File: src/rtl/irq_seq_pkg.sv
package irq_seq_pkg;

  typedef enum logic [1:0] {
    ST_IDLE = 2'd0,
    ST_ACK  = 2'd1,
    ST_LOAD = 2'd2
  } seq_state_e;

  // True when the acknowledge cycle counted by cnt is the last permitted one.
  function automatic logic ack_window_done(input logic [31:0] cnt,
                                           input logic [31:0] limit);
    return (cnt + 32'd1) >= limit;
  endfunction

  // Next value of the enable bit; entry beats return beats disable beats enable.
  function automatic logic next_enable(input logic cur, input logic take,
                                       input logic reti, input logic en,
                                       input logic dis);
    if (take) return 1'b0;
    if (reti) return 1'b1;
    if (dis)  return 1'b0;
    if (en)   return 1'b1;
    return cur;
  endfunction

endpackage

File: src/rtl/irq_ack_timer.sv
module irq_ack_timer #(
  parameter int unsigned TIMEOUT = 16
) (
  input  logic clk,
  input  logic rst_n,
  input  logic run_i,
  output logic expired_o
);
  import irq_seq_pkg::*;

  localparam int unsigned CW = $clog2(TIMEOUT + 1);

  logic [CW-1:0] cnt_q;

  assign expired_o = run_i & ack_window_done(32'(cnt_q), 32'(TIMEOUT));

  always_ff @(posedge clk) begin
    if (!rst_n)          cnt_q <= '0;
    else if (!run_i)     cnt_q <= '0;
    else if (!expired_o) cnt_q <= cnt_q + 1'b1;
  end

  // the acknowledge window never counts past its limit
  assert_ack_window_bound_R5: assert property (@(posedge clk) disable iff (!rst_n)
    run_i |-> (32'(cnt_q) < TIMEOUT));

endmodule

File: src/rtl/irq_seq_fsm.sv
module irq_seq_fsm (
  input  logic                    clk,
  input  logic                    rst_n,
  input  logic                    boundary_i,
  input  logic                    irq_i,
  input  logic                    ie_i,
  input  logic                    vec_valid_i,
  input  logic                    expired_i,
  input  logic                    reti_i,
  input  logic                    ei_i,
  input  logic                    di_i,
  output irq_seq_pkg::seq_state_e state_o,
  output logic                    take_o,
  output logic                    accept_o,
  output logic                    timeout_o,
  output logic                    reti_o,
  output logic                    ei_o,
  output logic                    di_o,
  output logic                    fetch_go_o
);
  import irq_seq_pkg::*;

  seq_state_e state_q, state_d;
  logic       idle;
  logic       op_ok;

  assign idle       = (state_q == ST_IDLE);
  assign take_o     = idle & boundary_i & irq_i & ie_i;
  assign fetch_go_o = idle & boundary_i & ~take_o;
  assign accept_o   = (state_q == ST_ACK) & vec_valid_i;
  assign timeout_o  = (state_q == ST_ACK) & ~vec_valid_i & expired_i;

  assign op_ok  = idle & ~take_o;
  assign reti_o = op_ok & reti_i;
  assign di_o   = op_ok & ~reti_i & di_i;
  assign ei_o   = op_ok & ~reti_i & ~di_i & ei_i;

  always_comb begin
    state_d = state_q;
    unique case (state_q)
      ST_IDLE: if (take_o) state_d = ST_ACK;
      ST_ACK:  if (accept_o || timeout_o) state_d = ST_LOAD;
      ST_LOAD: state_d = ST_IDLE;
      default: state_d = ST_IDLE;
    endcase
  end

  always_ff @(posedge clk) begin
    if (!rst_n) state_q <= ST_IDLE;
    else        state_q <= state_d;
  end

  assign state_o = state_q;

  // acknowledge begins right after the request is taken
  assert_take_enters_ack_R5: assert property (@(posedge clk) disable iff (!rst_n)
    take_o |=> (state_q == ST_ACK));

  // a load is always followed by a return to idle
  assert_load_single_cycle_R6: assert property (@(posedge clk) disable iff (!rst_n)
    (state_q == ST_LOAD) |=> (state_q == ST_IDLE));

endmodule

File: src/rtl/irq_ctx_regs.sv
module irq_ctx_regs #(
  parameter int unsigned AW = 32
) (
  input  logic          clk,
  input  logic          rst_n,
  input  logic          take_i,
  input  logic          reti_i,
  input  logic          ei_i,
  input  logic          di_i,
  input  logic [AW-1:0] pc_i,
  output logic          ie_o,
  output logic          supv_o,
  output logic [AW-1:0] kpc_o
);
  import irq_seq_pkg::*;

  logic          ie_q;
  logic          supv_q;
  logic          smode_q;
  logic [AW-1:0] kpc_q;

  always_ff @(posedge clk) begin
    if (!rst_n) begin
      ie_q    <= 1'b0;
      supv_q  <= 1'b1;
      smode_q <= 1'b0;
      kpc_q   <= '0;
    end else begin
      ie_q <= next_enable(ie_q, take_i, reti_i, ei_i, di_i);
      if (take_i) begin
        kpc_q   <= pc_i;
        smode_q <= supv_q;
        supv_q  <= 1'b1;
      end else if (reti_i) begin
        supv_q  <= smode_q;
      end
    end
  end

  assign ie_o   = ie_q;
  assign supv_o = supv_q;
  assign kpc_o  = kpc_q;

  // the return address is the PC presented when the request was taken
  assert_kpc_captured_R2: assert property (@(posedge clk) disable iff (!rst_n)
    take_i |=> (kpc_q == $past(pc_i)));

  // entry clears the enable bit
  assert_ie_cleared_on_take_R3: assert property (@(posedge clk) disable iff (!rst_n)
    take_i |=> !ie_q);

  // entry raises the privilege level
  assert_supv_on_take_R4: assert property (@(posedge clk) disable iff (!rst_n)
    take_i |=> supv_q);

  // return re-enables and puts back the saved mode
  assert_reti_restores_R8: assert property (@(posedge clk) disable iff (!rst_n)
    reti_i |=> (ie_q && (supv_q == $past(smode_q))));

  // disable strobe clears the enable bit
  assert_di_clears_R9: assert property (@(posedge clk) disable iff (!rst_n)
    di_i |=> !ie_q);

endmodule

File: src/rtl/irq_entry_seq.sv
module irq_entry_seq #(
  parameter int unsigned AW          = 32,
  parameter int unsigned TIMEOUT     = 16,
  parameter logic [AW-1:0] DEFAULT_VEC = AW'(32'h0000_0100)
) (
  input  logic          clk,
  input  logic          rst_n,
  input  logic          boundary_i,
  input  logic          irq_i,
  input  logic [AW-1:0] pc_i,
  input  logic [AW-1:0] data_i,
  input  logic          vec_valid_i,
  input  logic          reti_i,
  input  logic          ei_i,
  input  logic          di_i,
  output logic          fetch_go_o,
  output logic          iack_o,
  output logic          pc_load_o,
  output logic [AW-1:0] pc_value_o,
  output logic [AW-1:0] kpc_o,
  output logic          ie_o,
  output logic          supv_o
);
  import irq_seq_pkg::*;

  // Named internal events
  seq_state_e    state;
  logic          take_evt;
  logic          accept_evt;
  logic          timeout_evt;
  logic          reti_evt;
  logic          ei_evt;
  logic          di_evt;
  logic          ack_expired;
  logic          in_load;
  logic [AW-1:0] vec_q;

  irq_seq_fsm u_fsm (
    .clk         (clk),
    .rst_n       (rst_n),
    .boundary_i  (boundary_i),
    .irq_i       (irq_i),
    .ie_i        (ie_o),
    .vec_valid_i (vec_valid_i),
    .expired_i   (ack_expired),
    .reti_i      (reti_i),
    .ei_i        (ei_i),
    .di_i        (di_i),
    .state_o     (state),
    .take_o      (take_evt),
    .accept_o    (accept_evt),
    .timeout_o   (timeout_evt),
    .reti_o      (reti_evt),
    .ei_o        (ei_evt),
    .di_o        (di_evt),
    .fetch_go_o  (fetch_go_o)
  );

  irq_ack_timer #(.TIMEOUT(TIMEOUT)) u_timer (
    .clk       (clk),
    .rst_n     (rst_n),
    .run_i     (iack_o),
    .expired_o (ack_expired)
  );

  irq_ctx_regs #(.AW(AW)) u_ctx (
    .clk    (clk),
    .rst_n  (rst_n),
    .take_i (take_evt),
    .reti_i (reti_evt),
    .ei_i   (ei_evt),
    .di_i   (di_evt),
    .pc_i   (pc_i),
    .ie_o   (ie_o),
    .supv_o (supv_o),
    .kpc_o  (kpc_o)
  );

  always_ff @(posedge clk) begin
    if (!rst_n)           vec_q <= '0;
    else if (accept_evt)  vec_q <= data_i;
    else if (timeout_evt) vec_q <= DEFAULT_VEC;
  end

  assign iack_o     = (state == ST_ACK);
  assign in_load    = (state == ST_LOAD);
  assign pc_load_o  = in_load | reti_evt;
  assign pc_value_o = in_load ? vec_q : kpc_o;

  // no fetch starts while devices are being acknowledged
  assert_no_fetch_in_ack_R1: assert property (@(posedge clk) disable iff (!rst_n)
    iack_o |-> !fetch_go_o);

  // acknowledge is visible the cycle after entry
  assert_iack_after_take_R5: assert property (@(posedge clk) disable iff (!rst_n)
    take_evt |=> iack_o);

  // the supplied vector is loaded next cycle
  assert_vector_loaded_R6: assert property (@(posedge clk) disable iff (!rst_n)
    accept_evt |=> (pc_load_o && !iack_o && (pc_value_o == $past(data_i))));

  // silence during acknowledge falls back to the default handler
  assert_default_on_timeout_R7: assert property (@(posedge clk) disable iff (!rst_n)
    timeout_evt |=> (pc_load_o && !iack_o && (pc_value_o == DEFAULT_VEC)));

  // return loads the kernel return address
  assert_reti_pc_R8: assert property (@(posedge clk) disable iff (!rst_n)
    reti_evt |-> (pc_load_o && (pc_value_o == kpc_o)));

endmodule

File: config.mk
export PLATFORM = sky130hd
export DESIGN_NAME = irq_entry_seq
export DESIGN_NICKNAME = d
export VERILOG_FILES = /design/src/rtl/irq_seq_pkg.sv /design/src/rtl/irq_ack_timer.sv /design/src/rtl/irq_seq_fsm.sv /design/src/rtl/irq_ctx_regs.sv /design/src/rtl/irq_entry_seq.sv
export SDC_FILE = /design/constraint.sdc
export NUM_CORES = 1
export LEC_CHECK = 0
export ABC_CLOCK_PERIOD_IN_PS = 4580
export BUFFER_PORTS_ARGS = -buffer_cell sky130_fd_sc_hd__buf_2
export CORE_ASPECT_RATIO = 1.25
export CORE_UTILIZATION = 40
export DETAILED_ROUTE_END_ITERATION = 12
export GPL_TIMING_DRIVEN = 0
export PLACE_DENSITY = 0.68
export SYNTH_ARGS = -nofsm -noshare
export SYNTH_HDL_FRONTEND = slang
export SYNTH_HIERARCHICAL = 1
export SYNTH_SLANG_ARGS = --single-unit
File: constraint.sdc
create_clock -name clk -period 4.58 [get_ports clk]
set_input_delay 0.229 -clock clk [delete_from_list [all_inputs] [get_ports clk]]
set_output_delay 0.229 -clock clk [all_outputs]
set_load 0.005 [all_outputs]
==> results summary <==
The die area is 9430 sq um. The number of pins with negative max-slew slack in the final report came to 0. The switching power total is 323.1 uW. The number of hold buffers added after cts is 0. In this run the tightest slew margin relative to its limit is 43.99%.

The completed layout was analyzed and its total power is 1.325 mW. The final sum of negative setup slack is 0 ps. The first-pass GRT wire length came out at about 13000 um. The synthesized netlist contains 48 unique library cells. The count of flip-flops with a built-in enable after synthesis is 0. Along the worst path, the maximum fanout reaches 10. The share of the Yosys chip area taken by registers is 40.95%. For this run, the detailed router's first-pass iteration total came to 4. In this run switching power makes up 24.38% of total power. VDD sags by at most between 0.00015 and 0.0002 V. The signal on the critical path passes through ha_1, and3_1, a21oi_2, and2_2, and4bb_2, nand2b_1, clkbuf_1, o21ai_0. The core area came out at 8748 sq um.

The wire length per cell after detailed routing came out at 13.71 um. The floorplan step set the die height to 108.3 um. Once the clock tree was built, the resizer swapped 0 gates to a different size. The number of nets in the synthesized netlist is 417.

The area used by multi-input combinational logic came out at ~1900 sq um. Among cell families on the critical path, the largest total delay comes from simple AND/OR/NAND/NOR gates. The worst hold path cell count is 3. The leakage component of the power came out at between 2 and 2.5 nW. The final critical delay including setup and external delays is 2319 ps. For this design, the slowest cell found on the critical path is sky130_fd_sc_hd__dfxtp_1. Counting every sink on the clock net gives 74.

Synthesis produced a netlist whose cell count is ~340. The number of DRC markers after the initial detailed-route iteration came out at 109. The sequential power share came out at between 50 and 60%. The combined area of all synthesized cells is 3617 sq um. The max-capacitance violation count came out at 0.

The number of top-level pins is 141. The post-synthesis share of cell area spent on and, or, nand and nor gates is a little under a quarter. The number of flip-flops and latches in the synthesized netlist came out at 74. The slew at the pin with the worst max-slew slack is 838.0 ps. The proportion of power drawn by the clock network came out at 39.0%.

The most common library cell in the layout ignoring fill and taps is sky130_fd_sc_hd__buf_2. After global routing the overflow that remains totals 0. The start-to-end type of the worst setup path is reg -> reg. After clock tree synthesis, the clock-pin slew on the worst setup and hold paths is 80 ps. The final layout contains routed wiring with a total length of ~8500 um. The clock passes through at most 2 buffers.

The storage element area came out at 1481 sq um. Once detailed placement completed, the half-perimeter wirelength came to around 6400 um. The peak clock frequency supported by timing is about 430 MHz. The required time of the worst setup path is 4790 ps. The total inserted antenna cells is 0. The worst clock skew came out at 9.902 ps.

The share of flip-flops with an asynchronous set or reset came out at 0%. The nature of the critical path startpoint is a flip-flop. The routed via count divided by cell count came out at 4.826. The hold violation count in the final report is 0. The kind of capture point of the worst setup path is a flip-flop.

Buffers inserted during clock tree synthesis total 9. The maximum number of pins on one net before global-route repair is 19. The buffers plus inverters on the worst setup path came out at 1. In the layout the commonest cells are 145 x sky130_fd_sc_hd__buf_2, 74 x sky130_fd_sc_hd__dfxtp_1, 36 x sky130_fd_sc_hd__nand3_1, 36 x sky130_fd_sc_hd__mux2i_1. The number of global-route vias before repair is 2782. The number of cell rows is 38.

The compound-gate portion of the synthesized area came out at 6.849%. The power per cell area came out at around 280 nW/um^2. The number of buffers inserted by port buffering came out at 140. For the worst-skew pair, the clock arrives at the later sink with an insertion delay of between 300 and 400 ps. The proportion of layout cells with a drive suffix above 1 is between 40% and 50%. The area added between synthesis and finish came out at 29.16%.

The dominant combinational cell family by area after synthesis is multiplexers. The placer congestion estimate is about 0.74. The flow ran to the end, and the final reports show no timing, DRC or antenna violations.

The relative contribution of combinational cells to total power is 10.5%. The number of cells on the worst reg-to-reg path is 8. In this run the horizontal extent of the chip is 87.06 um. For this run, the number of Yosys warnings is 6.

The final clock period utilization by the worst path is about half. The xor/xnor cell area share of the yosys netlist came out at 0%. The number of fillers in the final layout came out at 885. The initial utilization of the core area, before any placement, comes to 41.35%. The post-CTS setup-driven buffer insertion count came out at 0. In this run the clock root is driven by a sky130_fd_sc_hd__clkbuf_8. The global-route usage over all layers is 18.25%. Setup repair after global routing left no endpoint under its margin. In the synthesized netlist the dominant register cell turns out to be sky130_fd_sc_hd__dfxtp_1. The final route contains 2992 vias. The total DRC errors in the routed layout is 0.

The CTS tree is built. The worst hold path belongs to the class in -> reg. Setup violations remaining at the end of the flow were counted as 0. Internal power comes to 1.002 mW. The worst path arrival time came out at 2530 ps. The initial antenna violation count was 0. Summing the areas of all fa, ha and maj instances in the mapped netlist gives 0.3459% of the synthesized area. The count of cell instances traversed by the critical path came out at 8. The average cell area after synthesis is between 10 and 15 sq um. The share of cell area taken by muxes after synthesis is 22.93%. Once detail routing completed, the nets flagged for antenna violations numbered 0. The largest incremental delay on the critical path came out at approximately 360 ps. The final layout contains ~570 nets. The H-tree was split into 3 levels.
-- metrics by stage --
step	worst slack [ps]	hold slack [ps]	utilization, %	area, sq um	cells
floorplan	2627	345.9	-	3617	344
global placement	2259	454.0	51.07	4468	604
detailed placement	2223	462.5	51.07	4468	604
CTS	2181	79.51	53.40	4672	620
global route	2044	92.14	53.40	4672	620
finish	2261	104.6	53.40	4672	620
-- layer usage --
metal  wire [um]  track usage [%]  vias to the layer above  share of wire [%]
met4         102            7.143                        0                1.2
met1        3511            20.98                     1392                 41
met5           0                0                        -                  0
met2        4397            32.23                       87                 52
li1            -                -                     1505                  -
met3         489            4.427                        8                5.8
-- power by group through the flow --
| stage | Combinational, mW | Clock [mW] | Sequential, mW |
|---|---|---|---|
| 6_report | 0.140 | 0.518 | 0.668 |
| 3_5_place_dp | 0.142 | 0 | 0.683 |
| 5_1_grt | 0.154 | 0.559 | 0.670 |
| 4_1_cts | 0.143 | 0.536 | 0.668 |
| 2_1_floorplan | 0.0745 | 0 | 0.682 |
| 3_3_place_gp | 0.140 | 0 | 0.683 |
-- cell families (layout without fill, tap and decap cells) --
logic type / Yosys count / in the layout
and+or+nand+nor: 130 / 130
DFF: 74 / 74
muxes: 68 / 68
AOI/OAI and AO/OA: 43 / 43
buffers and inverters: 28 / 184
adders and majority gates: 1 / 1
-- worst register-to-register path: cells and delay by family, from the launching register on --
kind | cells | cell delay, ps
compound gates | 2 | 380
buf+inv | 1 | 340
fa+ha+maj | 1 | 270
simple gates | 4 | 840
flops | 1 | 360
-- final cells by class --
type	instances	area share [%]
multi-input cells	242	40.92
flip-flops and latches	74	31.71
repair buffers	140	15.00
plain buffers	25	4.553
well taps	120	3.214
clock buffers	10	2.946
clock inverters	6	1.419
inverters	3	0.2410
-- final timing paths --
kind                    end  slack [ps]              from
hold / removal     vec_q[4]         100         data_i[4]
setup / recovery  vec_q[29]        2260  u_timer/cnt_q[0]
setup reg to reg  vec_q[29]        2260  u_timer/cnt_q[0]
hold reg to reg    vec_q[9]         470          vec_q[9]
-- Yosys cell counts, types with 2 or more instances --
master | n | share of area [%]
sky130_fd_sc_hd__a211oi_1 | 2 | 0.41
sky130_fd_sc_hd__and3_1 | 2 | 0.35
sky130_fd_sc_hd__buf_12 | 5 | 2.8
sky130_fd_sc_hd__buf_2 | 5 | 0.69
sky130_fd_sc_hd__buf_6 | 2 | 0.62
sky130_fd_sc_hd__clkbuf_1 | 10 | 1.0
sky130_fd_sc_hd__dfxtp_1 | 74 | 41
sky130_fd_sc_hd__inv_1 | 3 | 0.31
sky130_fd_sc_hd__mux2_2 | 3 | 0.93
sky130_fd_sc_hd__mux2_4 | 29 | 12
sky130_fd_sc_hd__mux2i_1 | 36 | 10
sky130_fd_sc_hd__nand2_1 | 3 | 0.31
sky130_fd_sc_hd__nand2b_1 | 34 | 5.9
sky130_fd_sc_hd__nand3_1 | 36 | 5.0
sky130_fd_sc_hd__nor2_1 | 2 | 0.21
sky130_fd_sc_hd__nor2b_1 | 34 | 5.9
sky130_fd_sc_hd__nor3_1 | 2 | 0.28
sky130_fd_sc_hd__nor4b_1 | 2 | 0.48
sky130_fd_sc_hd__o21ai_0 | 30 | 4.2
sky130_fd_sc_hd__o21ai_1 | 2 | 0.28
-- flip-flops by register name, indices dropped and copies added, names as in the netlist --
register / cells
u_fsm/state_o: 2
u_ctx/kpc_o: 32
u_timer/cnt_q: 5
u_ctx/ie_o: 1
u_ctx/smode_q: 1
vec_q: 32
u_ctx/supv_o: 1
No activity file was read; power rests on OpenSTA's default activity.
